<file path="config.mk">
export PLATFORM = sky130hd
export DESIGN_NAME = serial_frame_tx
export DESIGN_NICKNAME = d
export VERILOG_FILES = /design/src/rtl/sftx_pkg.sv /design/src/rtl/sftx_bit_timer.sv /design/src/rtl/sftx_tx_buffer.sv /design/src/rtl/sftx_framer.sv /design/src/rtl/serial_frame_tx.sv
export SDC_FILE = /design/constraint.sdc
export NUM_CORES = 1
export LEC_CHECK = 0
export BUFFER_PORTS_ARGS = -buffer_cell sky130_fd_sc_hd__buf_2
export CAP_MARGIN = 20
export CORE_MARGIN = 10
export CORE_UTILIZATION = 56
export DETAILED_ROUTE_END_ITERATION = 10
export PLACE_DENSITY = 0.76
export SYNTH_ARGS = -nofsm -noshare
export SYNTH_HDL_FRONTEND = slang
export SYNTH_HIERARCHICAL = 1
export SYNTH_SLANG_ARGS = --single-unit
</file>
<file path="constraint.sdc">
create_clock -name clk -period 3.1 [get_ports clk]
set_input_delay 0.465 -clock clk [delete_from_list [all_inputs] [get_ports clk]]
set_output_delay 0.465 -clock clk [all_outputs]
set_load 0.03 [all_outputs]
</file>
<file path="src/rtl/sftx_pkg.sv">
package sftx_pkg;

    typedef struct packed {
        logic       stick;
        logic [1:0] wlen;
        logic       two_stop;
        logic       even_sel;
        logic       par_en;
    } fcfg_t;

    typedef struct packed {
        logic [1:0] wlen;
        logic       two_stop;
        logic       par_en;
    } fshape_t;

    typedef enum logic [2:0] {
        S_IDLE, S_START, S_DATA, S_PAR, S_STOP1, S_STOP2, S_BREAK
    } fstate_e;

    function automatic logic frame_parity(input fcfg_t c, input logic [7:0] d);
        logic [7:0] keep;
        logic       ones;
        keep = 8'hFF >> (2'd3 - c.wlen);
        ones = ^(d & keep);
        if (c.stick) return ~c.even_sel;
        return c.even_sel ? ones : ~ones;
    endfunction

endpackage

</file>
<file path="src/rtl/sftx_bit_timer.sv">
module sftx_bit_timer #(
    parameter int OSR = 16
) (
    input  logic clk,
    input  logic rst_n,
    input  logic restart,
    input  logic tick,
    output logic bit_end
);
    localparam int CW = $clog2(OSR);

    logic [CW-1:0] cnt_d, cnt_q;

    always_comb begin
        cnt_d = cnt_q;
        if (restart)
            cnt_d = '0;
        else if (tick)
            cnt_d = (cnt_q == CW'(OSR - 1)) ? '0 : cnt_q + CW'(1);
    end

    always_ff @(posedge clk or negedge rst_n) begin
        if (!rst_n) cnt_q <= '0;
        else        cnt_q <= cnt_d;
    end

    assign bit_end = tick && !restart && (cnt_q == CW'(OSR - 1));

endmodule

</file>
<file path="src/rtl/sftx_tx_buffer.sv">
module sftx_tx_buffer #(
    parameter int DEPTH = 16,
    parameter int W     = 8,
    localparam int AW   = $clog2(DEPTH),
    localparam int CW   = AW + 1
) (
    input  logic          clk,
    input  logic          rst_n,
    input  logic          fifo_mode,
    input  logic          push_valid,
    input  logic [W-1:0]  push_data,
    output logic          push_ready,
    input  logic          pop,
    output logic [W-1:0]  head,
    output logic          empty,
    output logic          full,
    output logic [CW-1:0] level
);
    typedef struct packed {
        logic [AW-1:0] wp;
        logic [AW-1:0] rp;
        logic [CW-1:0] cnt;
    } bstate_t;

    bstate_t cur, nxt;
    logic    push;
    logic [W-1:0] ents [DEPTH];

    assign full       = fifo_mode ? (cur.cnt >= CW'(DEPTH)) : (cur.cnt != '0);
    assign push_ready = !full;
    assign push       = push_valid && !full;
    assign empty      = (cur.cnt == '0);
    assign level      = cur.cnt;
    assign head       = ents[cur.rp];

    always_comb begin
        nxt = cur;
        if (push) nxt.wp = (cur.wp == AW'(DEPTH - 1)) ? '0 : cur.wp + AW'(1);
        if (pop)  nxt.rp = (cur.rp == AW'(DEPTH - 1)) ? '0 : cur.rp + AW'(1);
        case ({push, pop})
            2'b10:   nxt.cnt = cur.cnt + CW'(1);
            2'b01:   nxt.cnt = cur.cnt - CW'(1);
            default: nxt.cnt = cur.cnt;
        endcase
    end

    always_ff @(posedge clk or negedge rst_n) begin
        if (!rst_n) cur <= '0;
        else        cur <= nxt;
    end

    for (genvar e = 0; e < DEPTH; e++) begin : g_ent
        logic [W-1:0] ent_d, ent_q;
        always_comb ent_d = (push && cur.wp == AW'(e)) ? push_data : ent_q;
        always_ff @(posedge clk or negedge rst_n) begin
            if (!rst_n) ent_q <= '0;
            else        ent_q <= ent_d;
        end
        assign ents[e] = ent_q;
    end

    AST_NO_OVERFLOW: assert property (@(posedge clk) disable iff (!rst_n)
        cur.cnt <= CW'(DEPTH));
    AST_NO_UNDERFLOW: assert property (@(posedge clk) disable iff (!rst_n)
        pop |-> cur.cnt != '0);

endmodule

</file>
<file path="src/rtl/sftx_framer.sv">
module sftx_framer
    import sftx_pkg::*;
(
    input  logic       clk,
    input  logic       rst_n,
    input  fcfg_t      cfg_in,
    input  logic       brk_req,
    input  logic       bit_end,
    input  logic       buf_empty,
    input  logic [7:0] buf_head,
    output logic       buf_pop,
    output logic       timer_restart,
    output logic       txd,
    output logic       frame_active,
    output logic       in_break
);
    typedef struct packed {
        fstate_e    st;
        logic [7:0] sh;
        logic [2:0] idx;
        fshape_t    shape;
        logic       par;
    } frm_t;

    frm_t cur, nxt;
    logic [2:0] last_idx;
    logic       txd_c;

    assign last_idx = 3'd4 + {1'b0, cur.shape.wlen};

    always_comb begin
        nxt           = cur;
        buf_pop       = 1'b0;
        timer_restart = 1'b0;
        txd_c         = 1'b1;
        case (cur.st)
            S_IDLE: begin
                if (brk_req) begin
                    nxt.st = S_BREAK;
                end else if (!buf_empty) begin
                    buf_pop        = 1'b1;
                    timer_restart  = 1'b1;
                    nxt.st         = S_START;
                    nxt.sh         = buf_head;
                    nxt.idx        = '0;
                    nxt.shape.wlen     = cfg_in.wlen;
                    nxt.shape.two_stop = cfg_in.two_stop;
                    nxt.shape.par_en   = cfg_in.par_en;
                    nxt.par        = frame_parity(cfg_in, buf_head);
                end
            end
            S_START: begin
                txd_c = 1'b0;
                if (bit_end) nxt.st = S_DATA;
            end
            S_DATA: begin
                txd_c = cur.sh[0];
                if (bit_end) begin
                    nxt.sh = {1'b0, cur.sh[7:1]};
                    if (cur.idx == last_idx) begin
                        nxt.idx = '0;
                        nxt.st  = cur.shape.par_en ? S_PAR : S_STOP1;
                    end else begin
                        nxt.idx = cur.idx + 3'd1;
                    end
                end
            end
            S_PAR: begin
                txd_c = cur.par;
                if (bit_end) nxt.st = S_STOP1;
            end
            S_STOP1: begin
                if (bit_end) nxt.st = cur.shape.two_stop ? S_STOP2 : S_IDLE;
            end
            S_STOP2: begin
                if (bit_end) nxt.st = S_IDLE;
            end
            S_BREAK: begin
                txd_c = 1'b0;
                if (!brk_req) nxt.st = S_IDLE;
            end
            default: nxt.st = S_IDLE;
        endcase
    end

    always_ff @(posedge clk or negedge rst_n) begin
        if (!rst_n) begin
            cur    <= '0;
            cur.st <= S_IDLE;
        end else begin
            cur <= nxt;
        end
    end

    assign txd          = txd_c;
    assign frame_active = (cur.st != S_IDLE) && (cur.st != S_BREAK);
    assign in_break     = (cur.st == S_BREAK);

    AST_CFG_FROZEN: assert property (@(posedge clk) disable iff (!rst_n)
        (frame_active && $past(cur.st) != S_IDLE && $past(cur.st) != S_BREAK)
        |-> ($stable(cur.shape) && $stable(cur.par)));

endmodule

</file>
<file path="src/rtl/serial_frame_tx.sv">
module serial_frame_tx
    import sftx_pkg::*;
#(
    parameter int FIFO_DEPTH = 16,
    parameter int OSR        = 16
) (
    input  logic       clk,
    input  logic       rst_n,
    input  logic [7:0] lctrl,
    input  logic       baud_tick,
    input  logic       wr_valid,
    input  logic [7:0] wr_data,
    output logic       wr_ready,
    output logic       txd,
    output logic       busy,
    output logic       tx_full
);
    localparam int LVW = $clog2(FIFO_DEPTH) + 1;

    fcfg_t      fcfg;
    logic       fifo_en, brk_req;
    logic       buf_empty, buf_pop, bit_end, timer_restart;
    logic       frame_active, in_break;
    logic [7:0] buf_head;
    logic [LVW-1:0] level;

    assign fcfg.stick    = lctrl[7];
    assign fcfg.wlen     = lctrl[6:5];
    assign fifo_en       = lctrl[4];
    assign fcfg.two_stop = lctrl[3];
    assign fcfg.even_sel = lctrl[2];
    assign fcfg.par_en   = lctrl[1];
    assign brk_req       = lctrl[0];

    sftx_tx_buffer #(.DEPTH(FIFO_DEPTH), .W(8)) u_buf (
        .clk        (clk),
        .rst_n      (rst_n),
        .fifo_mode  (fifo_en),
        .push_valid (wr_valid),
        .push_data  (wr_data),
        .push_ready (wr_ready),
        .pop        (buf_pop),
        .head       (buf_head),
        .empty      (buf_empty),
        .full       (tx_full),
        .level      (level)
    );

    sftx_bit_timer #(.OSR(OSR)) u_timer (
        .clk     (clk),
        .rst_n   (rst_n),
        .restart (timer_restart),
        .tick    (baud_tick),
        .bit_end (bit_end)
    );

    sftx_framer u_frm (
        .clk           (clk),
        .rst_n         (rst_n),
        .cfg_in        (fcfg),
        .brk_req       (brk_req),
        .bit_end       (bit_end),
        .buf_empty     (buf_empty),
        .buf_head      (buf_head),
        .buf_pop       (buf_pop),
        .timer_restart (timer_restart),
        .txd           (txd),
        .frame_active  (frame_active),
        .in_break      (in_break)
    );

    assign busy = frame_active || !buf_empty;

    AST_BREAK_NO_POP: assert property (@(posedge clk) disable iff (!rst_n)
        in_break |-> !buf_pop);
    AST_HOLD_LIMIT: assert property (@(posedge clk) disable iff (!rst_n)
        (!fifo_en && !$past(fifo_en) && $past(level) <= LVW'(1)) |-> level <= LVW'(1));
    AST_BREAK_LINE_LOW: assert property (@(posedge clk) disable iff (!rst_n)
        (in_break && $past(in_break)) |-> !txd);

endmodule

</file>
======== Word level (Yosys, flattened, before mapping) ========
Cells that the tools add are included.
word-level totals
  flip-flop bits (word level) ............. 164
  bits of input ports ..................... 20
  output and inout port bits .............. 4
operators by class
  $add $sub $neg .......................... 8
  $lt $le $gt $ge ......................... 2
  equality and inequality tests ........... 37
  shift-type cells ........................ 1
  multiplexer cells ....................... 36
  bitwise gates (word level) .............. 6
  reductions and logical operators ........ 37
operators by type and width
  cell                 number
  $eq 4x4->1 const B   10
  $bmux 8 s4           1
  $mux 3               10
  $pmux 11 s2          1
  $pmux 3 s7           1
  $logic_and 1x1->1    20
  $mux 4               5
  $mux 19              1
  $eq 4x3->1 const B   4
  $mux 16              1
  $mux 8               2
  $ne 2x2->1 const B   8
  $mux 14              1
  $add 4x1->4 const B  3
  $mux 1               11
  $ge 5x5->1 const B   2
  $pmux 5 s2           1
  $eq 3x3->1 const B   3
  $and 8x8->8          1
  $eq 4x2->1 const B   2
  $reduce_and 8->1     1
  $reduce_xor 8->1     1
  $shr 8x2->8 const A  1
  $eq 3x2->1 const B   2
  26 further kinds     34

======== Logic depth before layout (Yosys ltp) ========
Gate-level depths: netlist of run 1.
  word-level depth ........................ 12
  depth in mapped cells ................... 14
  depth with buffers taken out ............ 12

======== Hierarchy ========
Netlist of run 1, hierarchy kept.
by module, submodules not included
  module           times used  cells an instance  area each (um^2)
  sftx_tx_buffer   1           450                6701.4
  sftx_framer      1           139                1127.3
  sftx_bit_timer   1           22                 206.4
  serial_frame_tx  1           1                  6.3

======== Worst setup path after synthesis of run 1 ========
Ideal clock, no wire load.
  path type ............................... register to register
  start point ............................. register u_buf/cur[5] in the netlist's numbering
  end point ............................... register u_frm/cur[0] in the netlist's numbering
  setup time .............................. 0.096 ns
  arrival ................................. 3.264 ns
  required time ........................... 3.004 ns
  slack ................................... -0.260 ns
  cell stages (with the launch flop) ...... 12
  buffers on the path ..................... 2
  period minus slack after synthesis ...... 3.360 ns
  path through ............................ dfrtp_1 clkbuf_1 buf_1 mux4_2 a22oi_1 nand2_1 or3b_1 a21boi_1 o21ai_1 and3_4 o31a_1 o31ai_1
between the ends
  longest elaborated chain between the ends .. 9
ends and longest elaborated chain
  element                                         line                   text
  start: declaration                              sftx_tx_buffer.sv:25   bstate_t cur, nxt;
  start signal: assignment                        sftx_tx_buffer.sv:49   else cur <= nxt;
  $not 4->5 (not written as such) (*)             sftx_tx_buffer.sv:34   assign head = ents[cur.rp];
  $bmux 8 s4 (*)                                  sftx_tx_buffer.sv:34
  $mux 8 (not written as such) (*) (2 in series)  sftx_tx_buffer.sv:34
  named net buf_head[5]                           serial_frame_tx.sv:24  logic [7:0] buf_head;
  $and 8x8->8 (*)                                 sftx_pkg.sv:25         ones = ^(d & keep);
  $reduce_xor 8->1 (*)                            sftx_pkg.sv:25
  $not 1->1                                       sftx_pkg.sv:27         return c.even_sel ? ones : ~ones;
  $mux 1 (*) (2 in series)                        sftx_pkg.sv:27
  end signal: assignment                          sftx_framer.sv:91      cur <= nxt;
  end: declaration                                sftx_framer.sv:25      frm_t cur, nxt;
The timed path passes the listed nets; every way through them passes the cells marked *. The select of a mux whose other input is x is not followed.
A chain may end at the register's enable or synchronous reset.

======== Worst setup path in the final report of run 1 ========
  start point ............................. register u_buf.cur (netlist bit u_buf/level[2])
  end point ............................... register u_buf.cur (netlist bit u_buf/level[4])
between the ends
  longest elaborated chain between the ends .. 6
  elaborated cells on any way between the ends .. 15
  classes of those cells .................. add/sub (2); order compare (1); eq/ne (2); mux (5); reduce/logical (5)
ends and longest elaborated chain
  element                                                 line                   text
  $logic_not 5->1 (*)                                     sftx_tx_buffer.sv:32   assign empty = (cur.cnt == '0);
  named net buf_empty                                     serial_frame_tx.sv:22  logic buf_empty, buf_pop, bit_end, timer_restart;
  $mux 1 (*)                                              sftx_framer.sv:40      end else if (!buf_empty) begin
  $mux 1 (*)                                              sftx_framer.sv:38      if (brk_req) begin
  $mux 1 (*)                                              sftx_framer.sv:36      case (cur.st)
  named net buf_pop                                       serial_frame_tx.sv:22
  $eq 2x1->1 / $eq 2x2->1 (equally long branches)         sftx_tx_buffer.sv:40   case ({push, pop})
  $pmux 5 s2 / $reduce_bool 2->1 (equally long branches)  --
The timed path passes the listed nets; every way through them passes the cells marked *.

==> results of run 1 <==
-- power by group through the flow --
| stage | Combinational, mW | Clock (mW) | Sequential [mW] |
|---|---|---|---|
| floorplan | 2.94 | 0 | 3.40 |
| detailed placement | 3.66 | 0 | 3.66 |
| global route | 4.02 | 2.21 | 3.76 |
| global placement | 3.52 | 0 | 3.59 |
| CTS | 3.69 | 2.09 | 3.64 |
| finish | 3.70 | 2.06 | 3.66 |
-- final cells by class --
class / instances / area (sq um)
inverters: 12 / 45.0
well taps: 180 / 225
clock inverters: 8 / 91.3
fillers: 1031 / 4920
clock buffers: 24 / 492
diodes: 1 / 2.50
multi-input cells: 396 / 3730
repair buffers: 43 / 322
flip-flops and latches: 164 / 4110
-- per-layer routing --
metal	up-vias	wire length, um	track usage
met2	179	8920	0.303
met4	0	509	0.0835
met5	-	0	0
met1	2738	7170	0.232
li1	2285	-	-
met3	39	1100	0.0456
-- placed cells by master, fill, tap and decap left out, types with 8 or more instances in the layout --
master     count
xor2_1         8
mux4_2        32
a22oi_1       16
o21ai_0       15
inv_1          9
clkbuf_16     17
mux2_2       128
nand3_1       11
ha_1          11
nand2_1       46
buf_4         16
dfrtp_1      163
a21oi_1       11
buf_2         22
nor2_1        21
nor3_4         8
a31oi_1       12
-- worst register-to-register path: stages (launching register included) --
cell and delay [ps]:
dfrtp_1 460, or4_4 600, nor2_2 160, nor2_1 90
nand3_2 90, inv_2 80, ha_1 310, xor2_1 200
ha_1 220, nor3_1 140, o21ai_0 120, a31oi_1 190
xor2_1 160
-- flip-flops by register name (all words and copies together), names as in the netlist --
name               flops
u_timer/cnt_q          4
u_buf/level            5
u_frm/cur             19
u_buf/g_ent.ent_q    128
u_buf/cur              8
-- stage by stage --
step,cell area [sq um],utilization,total power [mW],worst slack [ps]
floorplan,8010,-,6.34,-5.99
global placement,8420,0.604,7.11,276
detailed placement,8420,0.604,7.32,158
CTS,9000,0.646,9.42,113
global route,9010,0.647,10.0,36.6
finish,9010,0.647,9.41,215
-- worst paths after layout --
check | endpoint | slack (ps) | cells after the start
max | u_buf/level[4]$_DFFE_PN0P_ | 210 | 12
min | u_timer/cnt_q[2]$_DFFE_PN0P_ | 120 | 1
max reg2reg | u_buf/level[4]$_DFFE_PN0P_ | 210 | 12
min reg2reg | u_frm/cur[0]$_DFFE_PN0P_ | 480 | 2
max in group asynchronous | u_buf/g_ent[14].ent_q[7]$_DFFE_PN0P_ | 2050 | 2
min in group clk | u_frm/cur[2]$_DFFE_PN0P_ | 240 | 3
==> flow_summary_export.csv, run 1 <==
group,metric,value,unit
run_status,outcome,"finished, final reports clean",
grt,grt_max_degree,87,
placement,dpl.cell_count,795,
drt,vias_per_cell,6.33,
floorplanning,num_rows,43,
synthesis,synthesis.instances,606,
power_and_ir_drop,p_per_area,1040,nW/um^2
synthesis,synth_area,8000,sq um
power_and_ir_drop,clock_power_share,0.219,
power_and_ir_drop,p_leak,4.06,nW
worst_setup_path,path_max_fanout,8,
timing,rsz0062_at_grt,"false",
timing,slew_headroom,0.456,
worst_setup_path,cp_slowest_stage_delay,600,ps
floorplanning,initial_core_util,0.574,
timing,hold_ws,116,ps
clocking,cts_setup_buffers,0,
power_and_ir_drop,p_int,6.14,mW
drt,route.detailed.drc,0,
placement,port_buffers,23,
clocking,cts_tree,"yes",
clocking,clk_pin_slew,60,ps
synthesis,yosysWarnings,6,
floorplanning,io-pin-count,24,
worst_setup_path,crit_chain,"or4_4 > nor2_2 > nor2_1 > nand3_2 > inv_2 > ha_1 > xor2_1 > ha_1 > nor3_1 > o21ai_0 > a31oi_1 > xor2_1",
run,timing.max_cap.violations,0,
worst_setup_path,startpoint,"u_buf/level[2]$_DFFE_PN0P_",
power_and_ir_drop,power.share.combinational,0.393,
worst_setup_path,crit_arrival,3230,ps
clocking,cts_buffers,17,
min_path,hold_path.class,"input port to asynchronous set/reset pin",
timing,setup_viol,0,
drt,num_vias,5241,
worst_setup_path,crit_type,"register to register",
drt,drt_first_pass_iters,5,
timing,final-hold-violation-count,0,
drt,drt_iter0_drc,354,
timing,setup-tns-final,0,ps
layout,drive_above_1_share,0.394,
power_and_ir_drop,irDropWorstVdd,0.561,mV
drt,ant_nets,0,
worst_setup_path,cp.required,3450,ps
worst_setup_path,cp-start-kind,"register",
layout,nets,665,
drt,wl_per_cell,21.4,um
grt,antenna_found_initial,1,
layout,layout.cells.non_filler,828,
timing,max_freq,0.347,GHz
drt,drt_wl_total,17.7,mm
worst_setup_path,rr_startpoint,"u_buf/level[2]$_DFFE_PN0P_",
clocking,cts_root_buffer,"clkbuf_16",
timing,skew,7.66,ps
grt,grt_overflow_total,0,
floorplanning,core_area,13900,sq um
clocking,cts.sinks,164,
clocking,cts_hold_buf,0,
floorplanning,floorplan.die_area,19500,sq um
worst_setup_path,cp_slowest_cell,"or4_4",
worst_setup_path,end_kind,"register",
clocking,cts_buffer_depth,2,
layout,areaGrowthSynthToFinish,12.7,%
worst_setup_path,critical-path-top-delay-family,"simple AND/OR/NAND/NOR gates",
power_and_ir_drop,switching_share,0.347,
clocking,cts_resized,0,
clocking,htreeDepth,4,
synthesis,synth.avg_cell_area,13.2,sq um
floorplanning,fp.dieH,140,um
worst_setup_path,critPathBufInv,1,
clocking,clk_latency,430,ps
placement,gp_congestion,0.872,
grt,grt_pass1_wl,29.3,mm
timing,min_period,2890,ps
placement,dpl.hpwl,11.5,mm
power_and_ir_drop,p_sw,3.27,mW
timing,fin_crit_sh,0.931,
floorplanning,fp.dieW,140,um
timing,tightestPinTransition,816,ps
synthesis,syn_nets,637,
power_and_ir_drop,p_seq_frac,0.389,
grt,track_usage,0.187,
grt,grt_pass1_vias,5613,
timing,slew_violations,0,
Power figures use the tool's default switching activity.
==> run 2, diff against run 1 <==
Settings changed: CORE_UTILIZATION 56 to 62, PLACE_DENSITY 0.76 to 0.79, SETUP_SLACK_MARGIN from default to 0.5.
Clock period 3.1 ns to 2.67 ns, I/O delays scaled along.
==> flow_summary_export.csv, run 2 (same netlist as run 1, synthesis figures left out) <==
group,metric,value,unit
floorplanning,io-pin-count,24,
layout,areaGrowthSynthToFinish,34.3,%
worst_setup_path,crit_arrival,3290,ps
timing,fin_crit_sh,1.11,
placement,dpl.hpwl,11.9,mm
worst_setup_path,end_kind,"register",
layout,top_regs,"u_buf/g_ent.ent_q: 128 flops, u_frm/cur: 19 flops, u_buf/cur: 8 flops",
worst_setup_path,crit_top_cell,"xnor2_1",
drt,route.detailed.drc,0,
worst_setup_path,path_max_fanout,7,
worst_setup_path,cp_slowest_stage_delay,530,ps
placement,dpl_cell_area,8680,sq um
grt,grt_pass1_wl,35.3,mm
grt,track_usage,0.253,
drt,ant_nets,0,
min_path,hp-start,"lctrl[3]",
clocking,clk_latency,440,ps
timing,slew_violations,0,
layout,regMostFlops,"u_buf/g_ent.ent_q",
clocking,cts_buffers,17,
worst_setup_path,cp_slowest_cell,"mux4_2",
timing,slew_headroom,0.410,
power_and_ir_drop,p_leak,4.90,nW
clocking,cts_buffer_depth,2,
clocking,htreeDepth,4,
worst_setup_path,rr_worst_depth,11,
layout,largest_reg_flops,128,
clocking,cts_root_buffer,"clkbuf_16",
min_path,hold_path.class,"input port to register",
floorplanning,floorplan.die_area,17800,sq um
worst_setup_path,cp-start-kind,"register",
timing,final-hold-violation-count,0,
floorplanning,fp.dieW,134,um
grt,antenna_found_initial,0,
drt,num_vias,6150,
layout,diodes,0,
clocking,clk_pin_slew,70,ps
drt,wl_per_cell,28.9,um
placement,pre_cts_ws,-139,ps
timing,max_freq,0.338,GHz
grt,grt_overflow_total,0,
floorplanning,core_area,12600,sq um
min_path,min_path_cells,3,
power_and_ir_drop,irDropWorstVdd,0.875,mV
timing,rsz0062_at_grt,"true",
run_status,violations,"setup timing",
clocking,cts.sinks,164,
layout,post-route-cell-area,10700,sq um
layout,fillCellCount,498,
run,timing.max_cap.violations,0,
drt,drt_first_pass_iters,7,
timing,tightestPinTransition,878,ps
layout,nets,733,
worst_setup_path,critical-path-top-delay-family,"compound AO/OA/AOI/OAI gates",
power_and_ir_drop,finalPower,13.7,mW
timing,finalWorstSetupSlack,-292,ps
drt,vias_per_cell,6.94,
worst_setup_path,startpoint,"u_buf/cur[5]$_DFFE_PN0P_",
placement,port_buffers,23,
floorplanning,num_rows,41,
floorplanning,fp.dieH,134,um
worst_setup_path,critPathBufInv,2,
timing,min_period,2960,ps
power_and_ir_drop,p_per_area,1280,nW/um^2
layout,layout_common_cells,"163 x dfrtp_1, 129 x mux2_4, 40 x buf_4, 38 x nand2_1",
layout,final_common_cell,"dfrtp_1",
run_status,outcome,"finished with violations",
timing,setup_viol,3,
layout,drive_above_1_share,0.553,
placement,gp_congestion,0.897,
worst_setup_path,crit_chain,"buf_12 > buf_6 > mux4_2 > a22oi_2 > nand2_2 > xnor2_2 > xnor2_1 > xnor2_1 > a21oi_2 > o31a_1 > o31ai_2",
clocking,cts_tree,"yes",
worst_setup_path,rr_startpoint,"u_buf/cur[5]$_DFFE_PN0P_",
timing,skew,14.4,ps
grt,grt_max_degree,59,
floorplanning,initial_core_util,0.634,
worst_setup_path,cp.required,3000,ps
drt,drt_iter0_drc,879,
worst_setup_path,crit_type,"register to register",
worst_setup_path,cp.depth,11,
drt,drt_wl_total,25.6,mm
grt,grt_pass1_vias,6191,
==> run 2: cell count changes in the layout (fill, tap and decap cells not counted), sizes merged <==
cell	delta
buf	+66
clkinv	+4
inv	-4
clkbuf	-1
clkinvlp	+1
diode	-1
dlygate4sd3	+1
==> run 2: power breakdown <==
| group | leakage, nW | total, mW | switching, mW | internal (mW) |
|---|---|---|---|---|
| clock | 0.275 | 2.35 | 1.01 | 1.35 |
| sequential | 2.12 | 4.43 | 0.909 | 3.52 |
| combinational | 2.51 | 6.93 | 3.28 | 3.65 |
| total | 4.90 | 13.7 | 5.20 | 8.52 |
==> run 2: path summary, 6_finish.rpt <==
| kind | to | slack [ps] |
|---|---|---|
| min in group asynchronous | u_buf/level[3]$_DFFE_PN0P_ | 550 |
| max in group asynchronous | u_buf/g_ent[0].ent_q[7]$_DFFE_PN0P_ | 1390 |
| worst max register to register | u_frm/cur[0]$_DFFE_PN0P_ | -290 |
| worst min register to register | u_frm/cur[7]$_DFFE_PN0P_ | 470 |
| worst min-delay path | u_frm/cur[2]$_DFFE_PN0P_ | 200 |
| worst max-delay path | u_frm/cur[0]$_DFFE_PN0P_ | -290 |
==> run 2: worst register-to-register path, delay by kind of cell (launching register included) <==
kind | cells | cell delay (ps)
simple gates | 1 | 120
xor+xnor | 3 | 590
buf+inv | 2 | 300
flops | 1 | 480
compound gates | 4 | 830
mux | 1 | 540
==> run 2: stage by stage <==
| stage | util | instances | hold WS, ps | setup TNS (ps) |
|---|---|---|---|---|
| floorplan | - | 606 | 105 | -227 |
| global placement | 0.688 | 806 | 399 | -66.7 |
| detailed placement | 0.688 | 806 | 406 | -139 |
| CTS | 0.813 | 865 | 178 | -67.0 |
| global route | 0.852 | 886 | 197 | -492 |
| finish | 0.852 | 886 | 196 | -372 |
==> run 2: final cells by class <==
class	instances	area, sq um	area share
clock buffers	22	474	0.0441
clock inverters	9	80.1	0.00745
inverters	12	65.1	0.00605
multi-input cells	396	4690	0.436
flip-flops and latches	164	4110	0.382
well taps	172	215	0.0200
repair buffers	111	1120	0.104
==> run 2: timing repair <==
item	CTS	global route
hold buffers	1	0
endpoints found under the setup margin	117	151
buffers inserted	23	20
endpoints found under the hold margin	54	0
gates cloned	4	1
gates resized for setup	194	67
pin swaps	23	35
==> run 2: layer usage <==
layer  routed length [um]  track usage  up-vias
li1                     -            -     2418
met1                 9550        0.309     3176
met2                12800        0.423      428
met4                 1240       0.0998        0
met3                 2060       0.0613      128
met5                    0            0        -
